`config.mk`:
```
export PLATFORM = sky130hd
export DESIGN_NAME = pic_ctrl
export DESIGN_NICKNAME = d
export VERILOG_FILES = /design/src/rtl/pic_pkg.sv /design/src/rtl/pic_cmd_dec.sv /design/src/rtl/pic_init_seq.sv /design/src/rtl/pic_lowest.sv /design/src/rtl/pic_ctrl.sv
export SDC_FILE = /design/constraint.sdc
export NUM_CORES = 1
export LEC_CHECK = 0
export ABC_CLOCK_PERIOD_IN_PS = 2100
export BUFFER_PORTS_ARGS = -buffer_cell sky130_fd_sc_hd__buf_2
export CAP_MARGIN = 25
export CORE_MARGIN = 2
export CORE_UTILIZATION = 40
export DETAILED_ROUTE_END_ITERATION = 8
export PLACE_DENSITY = 0.7
export SETUP_SLACK_MARGIN = 0.2
export SYNTH_ARGS = -nofsm -noshare
export SYNTH_HDL_FRONTEND = slang
export SYNTH_SLANG_ARGS = --single-unit
```
`constraint.sdc`:
```
create_clock -name clk_i -period 2.1 [get_ports clk_i]
set_input_delay 0.42 -clock clk_i [delete_from_list [all_inputs] [get_ports clk_i]]
set_output_delay 0.42 -clock clk_i [all_outputs]
set_load 0.005 [all_outputs]
```
`src/rtl/pic_pkg.sv`:
```
package pic_pkg;
  localparam int unsigned DATA_W    = 8;
  localparam int unsigned NUM_LINES = DATA_W;
  localparam int unsigned IDX_W     = $clog2(NUM_LINES);
  localparam int unsigned BASE_W    = DATA_W - IDX_W;

  typedef enum logic [1:0] {
    RSEL_NONE = 2'd0,
    RSEL_IRR  = 2'd1,
    RSEL_ISR  = 2'd2,
    RSEL_POLL = 2'd3
  } rsel_e;

  typedef enum logic [1:0] {
    INIT_IDLE = 2'd0,
    INIT_BASE = 2'd1,
    INIT_CASC = 2'd2,
    INIT_MODE = 2'd3
  } init_e;

  typedef struct packed {
    logic             init_start;
    logic             set_sel;
    rsel_e            sel;
    logic             eoi_all;
    logic             eoi_one;
    logic [IDX_W-1:0] eoi_idx;
    logic             bad;
  } cmd_t;
endpackage

```
`src/rtl/pic_cmd_dec.sv`:
```
module pic_cmd_dec
  import pic_pkg::*;
(
  input  logic [DATA_W-1:0] cmd_i,
  output cmd_t              dec_o
);
  always_comb begin
    dec_o         = '0;
    dec_o.sel     = RSEL_NONE;
    dec_o.eoi_idx = cmd_i[IDX_W-1:0];
    if (cmd_i[4]) begin
      dec_o.init_start = 1'b1;
    end else begin
      casez (cmd_i)
        8'h0A: begin dec_o.set_sel = 1'b1; dec_o.sel = RSEL_IRR;  end
        8'h0B: begin dec_o.set_sel = 1'b1; dec_o.sel = RSEL_ISR;  end
        8'h0C: begin dec_o.set_sel = 1'b1; dec_o.sel = RSEL_POLL; end
        8'h20:        dec_o.eoi_all = 1'b1;
        8'b0010_0???: dec_o.eoi_one = 1'b1;
        8'b0110_0???: dec_o.eoi_one = 1'b1;
        8'b1110_0???: dec_o.eoi_one = 1'b1;
        8'h68:        ;  // accepted, no effect
        8'b1100_0???: ;  // accepted, no effect
        default:      dec_o.bad = 1'b1;
      endcase
    end
  end
endmodule

```
`src/rtl/pic_init_seq.sv`:
```
module pic_init_seq
  import pic_pkg::*;
#(
  parameter bit SECONDARY = 1'b0
) (
  input  logic              clk_i,
  input  logic              rst_ni,
  input  logic              wr_cmd_i,
  input  logic              start_i,
  input  logic              wr_data_i,
  input  logic [DATA_W-1:0] data_i,
  output logic              busy_o,
  output logic [DATA_W-1:0] base_o
);
  localparam logic [BASE_W-1:0] BASE_RST = SECONDARY ? BASE_W'(1) : '0;

  init_e             step_q;
  logic [BASE_W-1:0] base_q;

  always_ff @(posedge clk_i or negedge rst_ni) begin
    if (!rst_ni) begin
      step_q <= INIT_IDLE;
      base_q <= BASE_RST;
    end else if (wr_cmd_i) begin
      step_q <= start_i ? INIT_BASE : INIT_IDLE;
    end else if (wr_data_i) begin
      unique case (step_q)
        INIT_BASE: begin
          base_q <= data_i[DATA_W-1:IDX_W];
          step_q <= INIT_CASC;
        end
        INIT_CASC: step_q <= INIT_MODE;
        INIT_MODE: step_q <= INIT_IDLE;
        default:   step_q <= INIT_IDLE;
      endcase
    end
  end

  assign busy_o = (step_q != INIT_IDLE);
  assign base_o = {base_q, {IDX_W{1'b0}}};
endmodule

```
`src/rtl/pic_lowest.sv`:
```
module pic_lowest
  import pic_pkg::*;
(
  input  logic [NUM_LINES-1:0] req_i,
  output logic                 any_o,
  output logic [IDX_W-1:0]     idx_o
);
  always_comb begin
    any_o = 1'b0;
    idx_o = '0;
    for (int i = NUM_LINES - 1; i >= 0; i--) begin
      if (req_i[i]) begin
        any_o = 1'b1;
        idx_o = IDX_W'(i);
      end
    end
  end
endmodule

```
`src/rtl/pic_ctrl.sv`:
```
module pic_ctrl
  import pic_pkg::*;
#(
  parameter bit SECONDARY = 1'b0
) (
  input  logic                 clk_i,
  input  logic                 rst_ni,
  input  logic                 wr_en_i,
  input  logic                 addr_i,
  input  logic [DATA_W-1:0]    wdata_i,
  output logic [DATA_W-1:0]    rdata_o,
  input  logic [NUM_LINES-1:0] irq_lines_i,
  input  logic                 raise_i,
  input  logic [IDX_W-1:0]     raise_idx_i,
  output logic                 irq_o,
  output logic                 err_o,
  output logic [DATA_W-1:0]    vec_base_o
);
  logic [NUM_LINES-1:0] irr_q, isr_q, imr_q, lines_q;
  rsel_e                sel_q;
  logic                 err_q;
  logic                 init_busy;
  logic                 wr_cmd, wr_dat;
  cmd_t                 cmd;
  logic [NUM_LINES-1:0] edge_set, raise_set, clr_irr, clr_isr, one_hot;
  logic                 poll_any;
  logic [IDX_W-1:0]     poll_idx;
  logic [DATA_W-1:0]    poll_byte;

  assign wr_cmd = wr_en_i & ~addr_i;
  assign wr_dat = wr_en_i & addr_i;

  pic_cmd_dec u_dec (
    .cmd_i (wdata_i),
    .dec_o (cmd)
  );

  pic_init_seq #(.SECONDARY(SECONDARY)) u_init (
    .clk_i     (clk_i),
    .rst_ni    (rst_ni),
    .wr_cmd_i  (wr_cmd),
    .start_i   (cmd.init_start),
    .wr_data_i (wr_dat),
    .data_i    (wdata_i),
    .busy_o    (init_busy),
    .base_o    (vec_base_o)
  );

  pic_lowest u_low (
    .req_i (irr_q),
    .any_o (poll_any),
    .idx_o (poll_idx)
  );

  assign edge_set  = irq_lines_i & ~lines_q;
  assign raise_set = raise_i ? (NUM_LINES'(1) << raise_idx_i) : '0;
  assign one_hot   = NUM_LINES'(1) << cmd.eoi_idx;

  always_comb begin
    clr_irr = '0;
    clr_isr = '0;
    if (wr_cmd && cmd.eoi_all) begin
      clr_irr = isr_q;
      clr_isr = '1;
    end else if (wr_cmd && cmd.eoi_one) begin
      clr_irr = one_hot;
      clr_isr = one_hot;
    end
  end

  always_ff @(posedge clk_i or negedge rst_ni) begin
    if (!rst_ni) begin
      irr_q   <= '0;
      isr_q   <= '0;
      imr_q   <= '0;
      lines_q <= '0;
      sel_q   <= RSEL_NONE;
      err_q   <= 1'b0;
    end else begin
      // sets are applied after clears: a same-cycle set wins
      irr_q   <= (irr_q & ~clr_irr) | edge_set | raise_set;
      isr_q   <= (isr_q & ~clr_isr) | raise_set;
      lines_q <= irq_lines_i;
      if (wr_dat && !init_busy) imr_q <= wdata_i;
      if (wr_cmd && cmd.set_sel) sel_q <= cmd.sel;
      if (wr_cmd && cmd.bad)     err_q <= 1'b1;
    end
  end

  assign poll_byte = poll_any ? {1'b1, {(DATA_W-1-IDX_W){1'b0}}, poll_idx} : '0;

  always_comb begin
    if (addr_i) begin
      rdata_o = imr_q;
    end else begin
      unique case (sel_q)
        RSEL_IRR: rdata_o = irr_q;
        RSEL_ISR: rdata_o = isr_q;
        default:  rdata_o = poll_byte;
      endcase
    end
  end

  assign irq_o = |(irr_q & ~imr_q);
  assign err_o = err_q;
endmodule

```
## Yosys cells after proc, flatten, opt, wreduce, memory -nomap -nowiden

Index checks and enable logic that the tools add are counted.

- Bits in registers: 42
- Latch bits: 0
- Bits in writable memories: 0
- Bits in read-only memories: 0
- Output and inout port bits: 18
- Memories kept: 0

- Add/sub/neg operators: 0
- Multipliers: 0
- Divide/modulo/power cells: 0
- Order comparisons: 0
- Equality and inequality tests: 13
- Shifts and indexed selects: 2
- Multiplexer cells: 36
- Bitwise logic cells: 15
- Reduce and logical (&&, ||, !) cells: 13

Operators by type and width:

| operator | count |
|---|---|
| two-way mux 8 bit | 6 |
| AND 8 bit | 4 |
| NOT 8 bit | 4 |
| == test 8 x 4 -> 1 bit, second input constant | 3 |
| two-way mux 3 bit | 8 |
| bitwise OR 8 bit | 3 |
| two-way mux 1 bit | 16 |
| one-hot mux 8 bit (2 select lines) | 1 |
| << shifter 1 x 3 -> 8 bit, first input constant | 2 |
| == test 5 bit, second input constant | 2 |
| one-hot mux 3 bit (3 select lines) | 1 |
| == test 8 x 6 -> 1 bit, second input constant | 1 |
| == test 8 x 7 -> 1 bit, second input constant | 1 |
| OR reduction 8 bit | 1 |
| == test 5 x 3 -> 1 bit, second input constant | 1 |
| == test 5 x 4 -> 1 bit, second input constant | 1 |
| logical AND 1 bit | 5 |
| two-way mux 5 bit | 1 |
| OR reduction 5 bit | 1 |
| == test 2 x 1 -> 1 bit, second input constant | 2 |
| == test 2 bit, second input constant | 2 |
| two-way mux 2 bit | 2 |
| one-hot mux 2 bit (2 select lines) | 1 |
| nonzero test 2 bit | 2 |
| 6 further kinds | 8 |

## Longest topological paths before layout

- Depth after elaboration: 12
- Mapped depth: 7

## By module

A second synthesis with hierarchy kept.

- Cell total of the unflattened synthesis: 238
- Area, all modules: 2,438.6 um^2

Modules (own cells, without submodules):

| module | times used | cells each | area each (um^2) | seq. area each (um^2) |
|---|---|---|---|---|
| pic_ctrl | 1 | 175 | 1,814.2 | 875.8 |
| pic_init_seq | 1 | 28 | 377.9 | 175.2 |
| pic_cmd_dec | 1 | 22 | 166.4 | 0.0 |
| pic_lowest | 1 | 13 | 80.1 | 0.0 |

## Worst setup path before layout

No wires, ideal clock.

- Kind: input to register
- From: in wdata_i[2]
- To: reg irr_q[1]
- Data arrival time: 1,846 ps
- Required time: 1,974 ps
- Setup slack: 128 ps
- Cell stages on the path: 5
- Cell sequence: clkbuf_1 -> or3b_2 -> nor3_2 -> nand2_1 -> a311o_1

- Longest elaborated chain between the ends: 11

RTL lines:

| item | RTL line | RTL |
|---|---|---|
| from (decl) | pic_ctrl.sv:10 | `input logic [DATA_W-1:0] wdata_i,` |
| == test 8 x 4 -> 1 bit / == test 8 x 6 -> 1 bit (equally long branches) | pic_cmd_dec.sv:14 | `casez (cmd_i)` |
| OR reduction 4 bit (no line) | n/a |  |
| two-way mux 1 bit | pic_cmd_dec.sv:14 |  |
| two-way mux 5 bit | pic_cmd_dec.sv:11 | `if (cmd_i[4]) begin` |
| logical AND 1 bit | pic_ctrl.sv:65 | `end else if (wr_cmd && cmd.eoi_one) begin` |
| two-way mux 8 bit | pic_ctrl.sv:65 |  |
| two-way mux 8 bit * | pic_ctrl.sv:62 | `if (wr_cmd && cmd.eoi_all) begin` |
| NOT 8 bit * | pic_ctrl.sv:81 | `irr_q <= (irr_q & ~clr_irr) \| edge_set \| raise_set;` |
| AND 8 bit * | pic_ctrl.sv:81 |  |
| bitwise OR 8 bit * (2 in a row) | pic_ctrl.sv:81 |  |
| to (signal assigned) | pic_ctrl.sv:81 |  |
| to (decl) | pic_ctrl.sv:19 | `logic [NUM_LINES-1:0] irr_q, isr_q, imr_q, lines_q;` |

Every way passes the cells marked *; elsewhere a longest branch is shown, timed or not.
A chain may end at the register's enable or synchronous reset.

## Worst setup path in the final report

- From: reg sel_q[0]
- To: out rdata_o[7]

- Longest elaborated chain between the ends: 3

RTL lines:

| item | RTL line | RTL |
|---|---|---|
| from (decl) | pic_ctrl.sv:20 | `rsel_e sel_q;` |
| from (signal assigned) | pic_ctrl.sv:85 | `if (wr_cmd && cmd.set_sel) sel_q <= cmd.sel;` |
| == test 2 bit / == test 2 x 1 -> 1 bit (equally long branches) | pic_ctrl.sv:96 | `unique case (sel_q)` |
| one-hot mux 8 bit (2 select lines) * | pic_ctrl.sv:96 |  |
| two-way mux 8 bit * | pic_ctrl.sv:93 | `if (addr_i) begin` |
| to (decl) | pic_ctrl.sv:11 | `output logic [DATA_W-1:0] rdata_o,` |

Marks and branches as above.

==> impl_metrics.tcl <==
set metrics [dict create \
    seq_area_frac_synth 0.474 \
    cts-htree-levels 2 \
    most_frequent_standard_cell_in_the_layout_excluding_fill_and_tap_cells "buf_2" \
    vdd_drop_max_v 0.000395 \
    die_w_microns 78.5 \
    global_route.overflow_total 0 \
    unrepaired_setup_endpoints_after_global_routing "true" \
    drv_slew 0 \
    hold_violation_count_in_the_final_report 0 \
    pin_count 42 \
    hp-class "input port to asynchronous set/reset pin" \
    cts_root_buf "clkbuf_8" \
    die-area_sq_um 6160 \
    place.detailed.hpwl_mm 4.17 \
    period_share 1.01 \
    worst-endpoint-required_ns 1.68 \
    pwr_density_cell_nw_per_um2 739 \
    grt_pass1_vias 1893 \
    cts_sinks 42 \
    power.static_leakage_nw 1.24 \
    worst-slew-pin-transition_ns 0.659 \
    hold_buffers 0 \
    first_pass_iters 5 \
    setup.worst_path.class "flop to output pin" \
    worst_skew_pair_later_pin_latency_ns 0.29 \
    setup.worst_path.end_class "output pin" \
    routed_wl_mm 5.74 \
    avgViaCountPerCell 5.50 \
    track_usage 0.195 \
    reg2regPathDepth 4 \
    antenna_violations_before_repair 0 \
    worst_clock_skew_ns 0.0101 \
    rows 27 \
    syn_area_sq_um 2220 \
    netlist_instances 231 \
    post-route-util 0.521 \
    violations "negative setup slack" \
    worst_slew_margin_rel 0.560 \
    start_util 0.408 \
    filler_cell_count 501 \
    yosysUniqueCellTypes 43 \
    tritoncts "built" \
    route.detailed.drc 0 \
    crit_path_max_fanout 7 \
    gpl.final_weighted_congestion 0.834 \
    cp.arrival_ns 1.71 \
    synth_area_per_cell_sq_um 9.61 \
    n_antenna_cell 0 \
    drv.max_cap_violation_count 0 \
    setup_slack_ns -0.0309 \
    port-buffer-count 38 \
    fin_nets 312 \
    final_layout_size_suffix_gt1_frac 0.391 \
    cts-root-to-sink-buffers 2 \
    layout.cells.most_common_list "buf_2 (37), dfrtp_1 (35), nand2_1 (26)" \
    core_region_area_sq_um 5440 \
    synthesis.yosys.warnings 0 \
    first_iter_violations 180 \
    timing.final.setup_violations 4 \
    holdWs_ns 0.155 \
    average_routed_wire_per_standard_cell_microns 16.1 \
    area_growth_pct 27.6 \
    ys_dominant_reg_cell "dfrtp_1" \
    grt_pass1_wl_mm 9.44 \
    post_synth_edffs 0 \
    grt_max_degree 29 \
    die_height_microns 78.5 \
    antenna_violating_nets_post_route 0 \
    maxClockFrequency_mhz 469 \
    cp-start-kind "flop" \
    final_period_minus_worst_setup_slack_ns 2.13 \
    outcome "finished with violations" \
    cts_inserted_buffers 5 \
    total_number_of_vias 1957 \
    cts.clk_slew.worst_paths_ns 0.08 \
    ffs_latches_synth 42 \
    asyncSetResetFlopFracSynth 1.00 \
]
## flip-flops by register name, summed over array words and instances (netlist names)
register,count
err_o,1
u_init.step_q,2
lines_q,8
isr_q,8
imr_q,8
u_init.base_q,5
sel_q,2
irr_q,8
## routing by layer
metal	vias to the layer above	global-route usage	share of wire
li1	928	-	-
met1	968	0.281	0.47
met2	55	0.297	0.47
met3	6	0.0414	0.047
met4	0	0.0544	0.012
met5	-	0	0
## what timing repair did
item,4_1_cts,5_1_grt
endpoints found under the setup margin,9,9
resized for setup,22,19
pin swaps,8,7
setup buffers,3,2
## path summary, 6_finish.rpt
| kind | slack (ns) | endpoint | startpoint |
|---|---|---|---|
| max in group asynchronous | 1.36 | imr_q[3] | rst_ni |
| hold reg to reg | 0.49 | err_o | err_o |
| hold / removal | 0.16 | lines_q[3] | rst_ni |
| setup reg to reg | 0.63 | imr_q[7] | u_init.step_q[0] |
| min in group clk_i | 0.24 | lines_q[7] | irq_lines_i[7] |
| setup / recovery | -0.03 | rdata_o[7] | sel_q[0] |
## critical path, stage by stage, from the launching register on
cell,delay (ns)
dfrtp_2,0.42
inv_2,0.06
ha_4,0.30
or2_4,0.18
nor2_2,0.04
a211o_1,0.29
buf_2,0.13
## metrics by stage
stage,instance area (sq um),TNS [ns],power (mW),instances,setup WS (ns)
2_1_floorplan,2250,0,1.25,233,0.170
3_3_place_gp,2560,0,1.43,343,0.00650
3_5_place_dp,2560,-0.0969,1.45,343,-0.0277
4_1_cts,2760,-0.0358,2.09,354,-0.0193
5_1_grt,2830,-0.356,2.21,356,-0.0935
6_report,2830,-0.0716,2.09,356,-0.0309
## area by class of cell
class	instances	area, sq um	area share
inverter	17	66.3	0.0234
multi-input combinational	160	1170	0.412
tap	72	90.1	0.0318
clock buffer	7	76.3	0.0270
sequential	42	1060	0.374
clock inverter	1	30.0	0.0106
timing repair buffer	57	343	0.121
## where the power goes
group          internal (mW)  total, mW  leakage, nW  switching, mW
Clock                  0.356      0.623       0.0524          0.267
Sequential             0.925       1.02        0.448         0.0914
Combinational          0.239      0.452        0.744          0.214
## cells in the mapped netlist, types with 4 or more instances
cell      number  area (sq um)
ha_1           5          62.6
nor2_1        14          52.6
o21ai_0       14          70.1
a31o_2         8          70.1
dfrtp_1       42          1050
clkbuf_1       8          30.0
mux2_2         9           101
a311o_1        7          70.1
nor3_1         5          25.0
nand2b_1       6          37.5
inv_1         17          63.8
o22ai_1        4          25.0
a22oi_1        7          52.6
nand2_1       26          97.6
a21oi_1        4          20.0
nand3_1        5          25.0
nor2b_1        9          56.3
## logic make-up after synthesis
family,after synthesis,synth area share
other,1,0.00169
flip-flops,42,0.474
AO/OA/AOI/OAI,60,0.196
multiplexers,11,0.0547
buffers and inverters,31,0.0581
AND/OR/NAND/NOR,80,0.184
XOR/XNOR,1,0.00395
adder cells (fa/ha/maj),5,0.0282
Note: power is estimated with default switching activity, not from simulation.
